**config.mk**
```make
export PLATFORM = sky130hd
export DESIGN_NAME = xbus_ctrl
export DESIGN_NICKNAME = d
export VERILOG_FILES = /design/src/rtl/xbus_pkg.sv /design/src/rtl/xbus_waitsel.sv /design/src/rtl/xbus_seq.sv /design/src/rtl/xbus_pins.sv /design/src/rtl/xbus_ctrl.sv
export SDC_FILE = /design/constraint.sdc
export NUM_CORES = 1
export LEC_CHECK = 0
export ABC_AREA = 0
export BUFFER_PORTS_ARGS = -buffer_cell sky130_fd_sc_hd__buf_4
export CORE_MARGIN = 1
export CORE_UTILIZATION = 49
export DETAILED_ROUTE_END_ITERATION = 8
export PLACE_DENSITY = 0.84
export SKIP_LAST_GASP = 1
export SLEW_MARGIN = 20
export SYNTH_ARGS = -nofsm -noshare
export SYNTH_HDL_FRONTEND = slang
export SYNTH_SLANG_ARGS = --single-unit
```
**constraint.sdc**
```tcl
create_clock -name clk -period 2 [get_ports clk]
set_input_delay 0.2 -clock clk [delete_from_list [all_inputs] [get_ports clk]]
set_output_delay 0.2 -clock clk [all_outputs]
set_load 0.01 [all_outputs]
```
**src/rtl/xbus_pkg.sv**
```systemverilog
`timescale 1ns/1ps
package xbus_pkg;
  typedef enum logic [2:0] {
    ST_IDLE = 3'd0,
    ST_ADDR = 3'd1,
    ST_LEAD = 3'd2,
    ST_WAIT = 3'd3,
    ST_LAST = 3'd4
  } xbus_state_e;
endpackage

```
**src/rtl/xbus_waitsel.sv**
```systemverilog
`timescale 1ns/1ps
// Chooses the internal wait count for the next cycle: fixed boot count,
// then the field seen during the first cycle, then the per-region setting.
module xbus_waitsel #(
  parameter int CS_N        = 4,
  parameter int CS_W        = 2,
  parameter int WS_W        = 2,
  parameter int BOOT_WAITS  = 3
) (
  input  logic                 clk,
  input  logic                 rst_n,
  input  logic [CS_W-1:0]      cs,
  input  logic [CS_N*WS_W-1:0] cfg_waits,
  input  logic                 done,
  input  logic [WS_W-1:0]      boot_field,
  output logic [WS_W-1:0]      waits
);
  localparam logic [1:0] PH_FIRST  = 2'd0;
  localparam logic [1:0] PH_SECOND = 2'd1;
  localparam logic [1:0] PH_NORMAL = 2'd2;

  logic [1:0]      phase;
  logic [WS_W-1:0] boot_ws;
  logic [WS_W-1:0] region_ws [CS_N];

  for (genvar g = 0; g < CS_N; g++) begin : g_unpack
    assign region_ws[g] = cfg_waits[g*WS_W +: WS_W];
  end

  always_ff @(posedge clk or negedge rst_n) begin
    if (!rst_n) begin
      phase   <= PH_FIRST;
      boot_ws <= '0;
    end else if (done) begin
      if (phase == PH_FIRST) boot_ws <= boot_field;
      if (phase != PH_NORMAL) phase <= phase + 2'd1;
    end
  end

  always_comb begin
    case (phase)
      PH_FIRST:  waits = WS_W'(BOOT_WAITS);
      PH_SECOND: waits = boot_ws;
      default:   waits = region_ws[cs];
    endcase
  end
endmodule

```
**src/rtl/xbus_seq.sv**
```systemverilog
`timescale 1ns/1ps
// Bus-state sequencer: address state, optional lead strobe state,
// internal waits, then a final state extended while READY is low.
module xbus_seq
  import xbus_pkg::*;
#(
  parameter int WS_W = 2
) (
  input  logic            clk,
  input  logic            rst_n,
  input  logic            start,
  input  logic            muxed,
  input  logic [WS_W-1:0] waits,
  input  logic            ready,
  output xbus_state_e     state,
  output logic            done
);
  logic [WS_W-1:0] wcnt;

  always_ff @(posedge clk or negedge rst_n) begin
    if (!rst_n) begin
      state <= ST_IDLE;
      wcnt  <= '0;
    end else begin
      case (state)
        ST_IDLE: if (start) begin
          state <= ST_ADDR;
          wcnt  <= waits;
        end
        ST_ADDR: begin
          if (!muxed)          state <= ST_LEAD;
          else if (wcnt != '0) state <= ST_WAIT;
          else                 state <= ST_LAST;
        end
        ST_LEAD: state <= (wcnt != '0) ? ST_WAIT : ST_LAST;
        ST_WAIT: begin
          wcnt <= wcnt - 1'b1;
          if (wcnt == WS_W'(1)) state <= ST_LAST;
        end
        ST_LAST: if (ready) state <= ST_IDLE;
        default: state <= ST_IDLE;
      endcase
    end
  end

  assign done = (state == ST_LAST) && ready;
endmodule

```
**src/rtl/xbus_pins.sv**
```systemverilog
`timescale 1ns/1ps
// Decodes the sequencer state and the latched request into bus pins.
module xbus_pins
  import xbus_pkg::*;
#(
  parameter int ADDR_W = 20,
  parameter int DATA_W = 16,
  parameter int CS_N   = 4,
  parameter int CS_W   = 2
) (
  input  xbus_state_e       state,
  input  logic [ADDR_W-1:0] addr,
  input  logic [DATA_W-1:0] wdata,
  input  logic              write,
  input  logic [CS_W-1:0]   cs,
  input  logic              muxed,
  output logic [ADDR_W-1:0] bus_addr,
  output logic [DATA_W-1:0] bus_ad_out,
  output logic              bus_ad_oe,
  output logic              bus_ale,
  output logic              bus_rd_n,
  output logic              bus_wr_n,
  output logic [CS_N-1:0]   bus_cs_n
);
  logic active, strobe, addr_st;

  assign active  = (state != ST_IDLE);
  assign addr_st = (state == ST_ADDR);
  assign strobe  = (state == ST_LEAD) || (state == ST_WAIT) || (state == ST_LAST);

  assign bus_rd_n = !(strobe && !write);
  assign bus_wr_n = !(strobe && write);
  assign bus_ale  = muxed && addr_st;

  always_comb begin
    if (muxed) bus_addr = addr_st ? addr : '0;
    else       bus_addr = active  ? addr : '0;
  end

  always_comb begin
    bus_ad_oe  = 1'b0;
    bus_ad_out = '0;
    if (bus_ale) begin
      bus_ad_oe  = 1'b1;
      bus_ad_out = addr[DATA_W-1:0];
    end else if (strobe && write) begin
      bus_ad_oe  = 1'b1;
      bus_ad_out = wdata;
    end
  end

  for (genvar g = 0; g < CS_N; g++) begin : g_cs
    assign bus_cs_n[g] = !(active && (cs == CS_W'(g)));
  end
endmodule

```
**src/rtl/xbus_ctrl.sv**
```systemverilog
`timescale 1ns/1ps
module xbus_ctrl
  import xbus_pkg::*;
#(
  parameter int ADDR_W      = 20,
  parameter int DATA_W      = 16,
  parameter int CS_N        = 4,
  parameter int WS_W        = 2,
  parameter int BOOT_WAITS  = 3,
  parameter int BOOT_WS_LSB = 4,
  localparam int CS_W       = (CS_N > 1) ? $clog2(CS_N) : 1
) (
  input  logic                 clk,
  input  logic                 rst_n,
  input  logic                 req_valid,
  output logic                 req_ready,
  input  logic [ADDR_W-1:0]    req_addr,
  input  logic [DATA_W-1:0]    req_wdata,
  input  logic                 req_write,
  input  logic [CS_W-1:0]      req_cs,
  output logic                 rsp_valid,
  output logic [DATA_W-1:0]    rsp_rdata,
  output logic                 busy,
  input  logic [CS_N*WS_W-1:0] cfg_waits,
  input  logic [CS_N-1:0]      cfg_muxed,
  output logic [ADDR_W-1:0]    bus_addr,
  output logic [DATA_W-1:0]    bus_ad_out,
  output logic                 bus_ad_oe,
  input  logic [DATA_W-1:0]    bus_ad_in,
  output logic                 bus_ale,
  output logic                 bus_rd_n,
  output logic                 bus_wr_n,
  output logic [CS_N-1:0]      bus_cs_n,
  input  logic                 bus_ready
);
  xbus_state_e       state;
  logic              accept, done;
  logic [WS_W-1:0]   waits;
  logic [ADDR_W-1:0] a_addr;
  logic [DATA_W-1:0] a_wdata;
  logic              a_write, a_mux;
  logic [CS_W-1:0]   a_cs;

  assign req_ready = (state == ST_IDLE);
  assign busy      = !req_ready;
  assign accept    = req_valid && req_ready;

  always_ff @(posedge clk or negedge rst_n) begin
    if (!rst_n) begin
      a_addr  <= '0;
      a_wdata <= '0;
      a_write <= 1'b0;
      a_mux   <= 1'b0;
      a_cs    <= '0;
    end else if (accept) begin
      a_addr  <= req_addr;
      a_wdata <= req_wdata;
      a_write <= req_write;
      a_mux   <= cfg_muxed[req_cs];
      a_cs    <= req_cs;
    end
  end

  always_ff @(posedge clk or negedge rst_n) begin
    if (!rst_n) begin
      rsp_valid <= 1'b0;
      rsp_rdata <= '0;
    end else begin
      rsp_valid <= done;
      if (done && !a_write) rsp_rdata <= bus_ad_in;
    end
  end

  xbus_waitsel #(
    .CS_N(CS_N), .CS_W(CS_W), .WS_W(WS_W), .BOOT_WAITS(BOOT_WAITS)
  ) u_waitsel (
    .clk(clk), .rst_n(rst_n), .cs(req_cs), .cfg_waits(cfg_waits),
    .done(done), .boot_field(bus_ad_in[BOOT_WS_LSB +: WS_W]), .waits(waits)
  );

  xbus_seq #(.WS_W(WS_W)) u_seq (
    .clk(clk), .rst_n(rst_n), .start(accept), .muxed(a_mux),
    .waits(waits), .ready(bus_ready), .state(state), .done(done)
  );

  xbus_pins #(
    .ADDR_W(ADDR_W), .DATA_W(DATA_W), .CS_N(CS_N), .CS_W(CS_W)
  ) u_pins (
    .state(state), .addr(a_addr), .wdata(a_wdata), .write(a_write),
    .cs(a_cs), .muxed(a_mux), .bus_addr(bus_addr), .bus_ad_out(bus_ad_out),
    .bus_ad_oe(bus_ad_oe), .bus_ale(bus_ale), .bus_rd_n(bus_rd_n),
    .bus_wr_n(bus_wr_n), .bus_cs_n(bus_cs_n)
  );
endmodule

```
==> reports/metrics.yaml <==
status: "completed"
async_flop_share_pct: 100.0
peakVddDrop_mv: 0.7738
synth.distinct_cells: 44
cp_cell_sequence: "or3_4 > o21a_4 > and2_1 > buf_4"
cp-start-kind: "flip-flop"
via_count: 2626
r2r_start: "u_seq.state[1]$_DFFE_PN0P_"
grt_pass1_wl_mm: 12.40
crit_slowest_cell: "dfrtp_2"
worst_slew_pin_slew_ns: 0.8179
nets: 500
grt_start_max_net_pins: 67
core_area_um2: 6531
htree_num_levels: 3
synthCells: 283
io_pins: 134
diodes: 0
synth_commonest_cells: "dfrtp_1 (66), nand2_1 (40), mux2_4 (30)"
report.final.slew_viol_count: 0
synth_xor_area_share_pct: 0.2581
synth_adder_area_share_pct: 1.844
endpoint_kind: "primary output"
synth_area_per_cell_um2: 11.99
cts.sinks: 66
syn_nets: 359
root_buffer: "clkbuf_8"
finClkSkew_ns: 0.004081
max-slew-margin-rel_pct: 45.47
syn-cell-area_um2: 3393
ant_nets: 0
cpPeakStageDelay_ns: 0.48
drive_gt1_share_pct: 53.61
fillCellCount: 480
first_iter_violations: 104
cts_tree: "built"
hold_viol_final: 0
clockBufferDepth: 2
avgRoutedWirePerCell_um: 15.14
ys_seq_elements: 66
synth_top_family_by_area: "multiplexers"
leakage_nw: 2.356
overflow: 0
port-buffer-count: 133
p_clk_share_pct: 14.5
synth_edf_count: 0
period_minus_slack_ns: 1.909
comb_power_share_pct: 53.6
drt_pass1_iterations: 6
synthTopCellsByArea: "dfrtp_1 (49%), mux2_4 (13%), mux2_2 (8.0%)"
grt_usage_pct: 21.96
drc: 0
rsz0062_at_grt: "no"
first_global_vias: 2653
synthMuxAreaShare_pct: 24.48
layout_worst_path_cycle_share_pct: 95.46
max_freq_mhz: 523.8
yosysWarnings: 0
initial_core_util_pct: 51.95
die_w_um: 85.22
yosys.area_share.simple_pct: 13.38
yosysTopAreaCell: "dfrtp_1"
crit_type: "reg2out"
worstHoldStart: "bus_ready"
viasPerCell: 5.190
cts_buffers: 9
synth_compound_area_share_pct: 6.637
clkTransAtPathRegs_ns: 0.07
yosysSeqAreaShare_pct: 48.67
p_seq_share_pct: 31.8
startpoint: "u_seq.state[0]$_DFFE_PN0P_"
cp_data_arrival_time_ns: 1.71
holdCritPathClass: "in2reg"
die_h_um: 85.22
dp_hpwl_mm: 5.521
clkLatencyLatePin_ns: 0.33
area_growth_pct: 39.86
core.rowCount: 29
cp_num_buf_inv: 1
wirelength_mm: 7.659
gp_congestion: 0.8772
switchingPower_w: 0.002732
power_density_nw_per_um2: 1616
path_max_fanout: 20
cp_top_family: "simple AND/OR/NAND/NOR gates"
final_util_pct: 72.66
yosysMostFrequentCell: "dfrtp_1"
p_int_w: 0.004937
die_area_um2: 7262
grt_antenna_before_repair: 0
holdWs_ns: 0.08221
final-setup-viol-count: 0
cap_violations: 0
crit_required_ns: 1.80
synth_top_area_share_pct: 48.67
ys.flop_type: "dfrtp_1"
swShare_pct: 35.62
[registers in the layout (all words and copies together) (netlist names)]
| register | count |
|---|---|
| a_mux | 1 |
| u_waitsel.phase | 2 |
| rsp_rdata | 16 |
| a_write | 1 |
| u_waitsel.boot_ws | 2 |
| a_cs | 2 |
| rsp_valid | 1 |
| a_wdata | 16 |
| u_seq.state | 3 |
| a_addr | 20 |
| u_seq.wcnt | 2 |
[per-layer routing]
| metal | track usage [%] | up-vias | share of wire, % | wire length [um] |
|---|---|---|---|---|
| met3 | 6.907 | 8 | 6.3 | 479 |
| met2 | 37.02 | 97 | 51 | 3913 |
| met1 | 27.25 | 1272 | 42 | 3210 |
| met5 | 0 | - | 0 | 0 |
| met4 | 6.317 | 0 | 0.72 | 55 |
| li1 | - | 1249 | - | - |
[metrics by stage]
stage | TNS [ns] | cell area (um^2) | worst slack [ns] | total power [W] | std cells
2_1_floorplan | 0 | 3393 | 0.3298 | 0.004829 | 283
3_5_place_dp | 0 | 4446 | 0.2180 | 0.006387 | 485
5_1_grt | 0 | 4746 | 0.0007322 | 0.008190 | 506
4_1_cts | -0.01496 | 4664 | -0.005749 | 0.007547 | 503
6_report | 0 | 4746 | 0.09072 | 0.007669 | 506
3_3_place_gp | 0 | 4446 | 0.2670 | 0.006255 | 485
[cell usage in the layout, fill, tap and decap left out, types with 2 or more instances in the layout]
cell,instances
o21ai_1,2
nand3_1,3
o21ai_0,3
a21oi_1,13
ha_1,5
buf_6,4
and2_1,21
nor2_1,4
nand2_1,40
a31oi_1,2
mux2_1,6
a21oi_2,4
nand3b_1,2
buf_4,139
clkbuf_8,11
nand2b_1,2
mux2_2,24
o22ai_1,3
inv_1,11
mux2i_1,2
dfrtp_1,65
mux2_4,30
clkbuf_1,3
[worst paths after layout]
check                                            endpoint  slack, ns  cells after the start
setup / recovery                             bus_addr[13]       0.09                      4
hold / removal                 u_seq.state[2]$_DFFE_PN0P_       0.08                      2
setup reg to reg                 rsp_rdata[1]$_DFFE_PN0P_       0.23                      5
hold reg to reg                   a_wdata[10]$_DFFE_PN0P_       0.49                      1
max in group asynchronous      u_seq.state[0]$_DFFE_PN0P_       0.91                      2
min in group asynchronous  u_waitsel.phase[0]$_DFFE_PN0P_       0.49                      2
[kinds of logic (layout without fill, tap and decap cells)]
group,count (synthesis),count (layout)
AND/OR/NAND/NOR,84,84
XOR/XNOR,1,1
AO/OA/AOI/OAI,36,36
multiplexers,63,63
buffers and inverters,28,174
flip-flops,66,66
adder cells (fa/ha/maj),5,5
[area by class of cell]
cell class	count	area [um^2]	area share [%]
inverter	12	50.05	1.055
clock buffer	14	162.7	3.427
timing repair inverter	1	6.256	0.1318
timing repair buffer	145	1119	23.57
clock inverter	2	35.03	0.7382
sequential	66	1653	34.83
multi-input combinational	189	1624	34.22
tap	77	96.34	2.030
[what timing repair did]
| item | 4_1_cts | 5_1_grt |
|---|---|---|
| setup endpoints to repair | 36 | 37 |
| buffers inserted | 1 | 2 |
| hold buffers | 1 | 0 |
| hold endpoints to repair | 66 | 0 |
| gates cloned | 0 | 1 |
| pin swaps | 1 | 0 |
| gates resized for setup | 3 | 18 |
[power by group through the flow]
stage / registers (W) / clock network [W] / logic, W
floorplan: 0.00239 / 0 / 0.00244
global placement: 0.00241 / 0 / 0.00385
detailed placement: 0.00245 / 0 / 0.00394
CTS: 0.00243 / 0.00114 / 0.00397
global route: 0.00255 / 0.00120 / 0.00444
finish: 0.00244 / 0.00112 / 0.00411
Power figures use the tool's default switching activity.
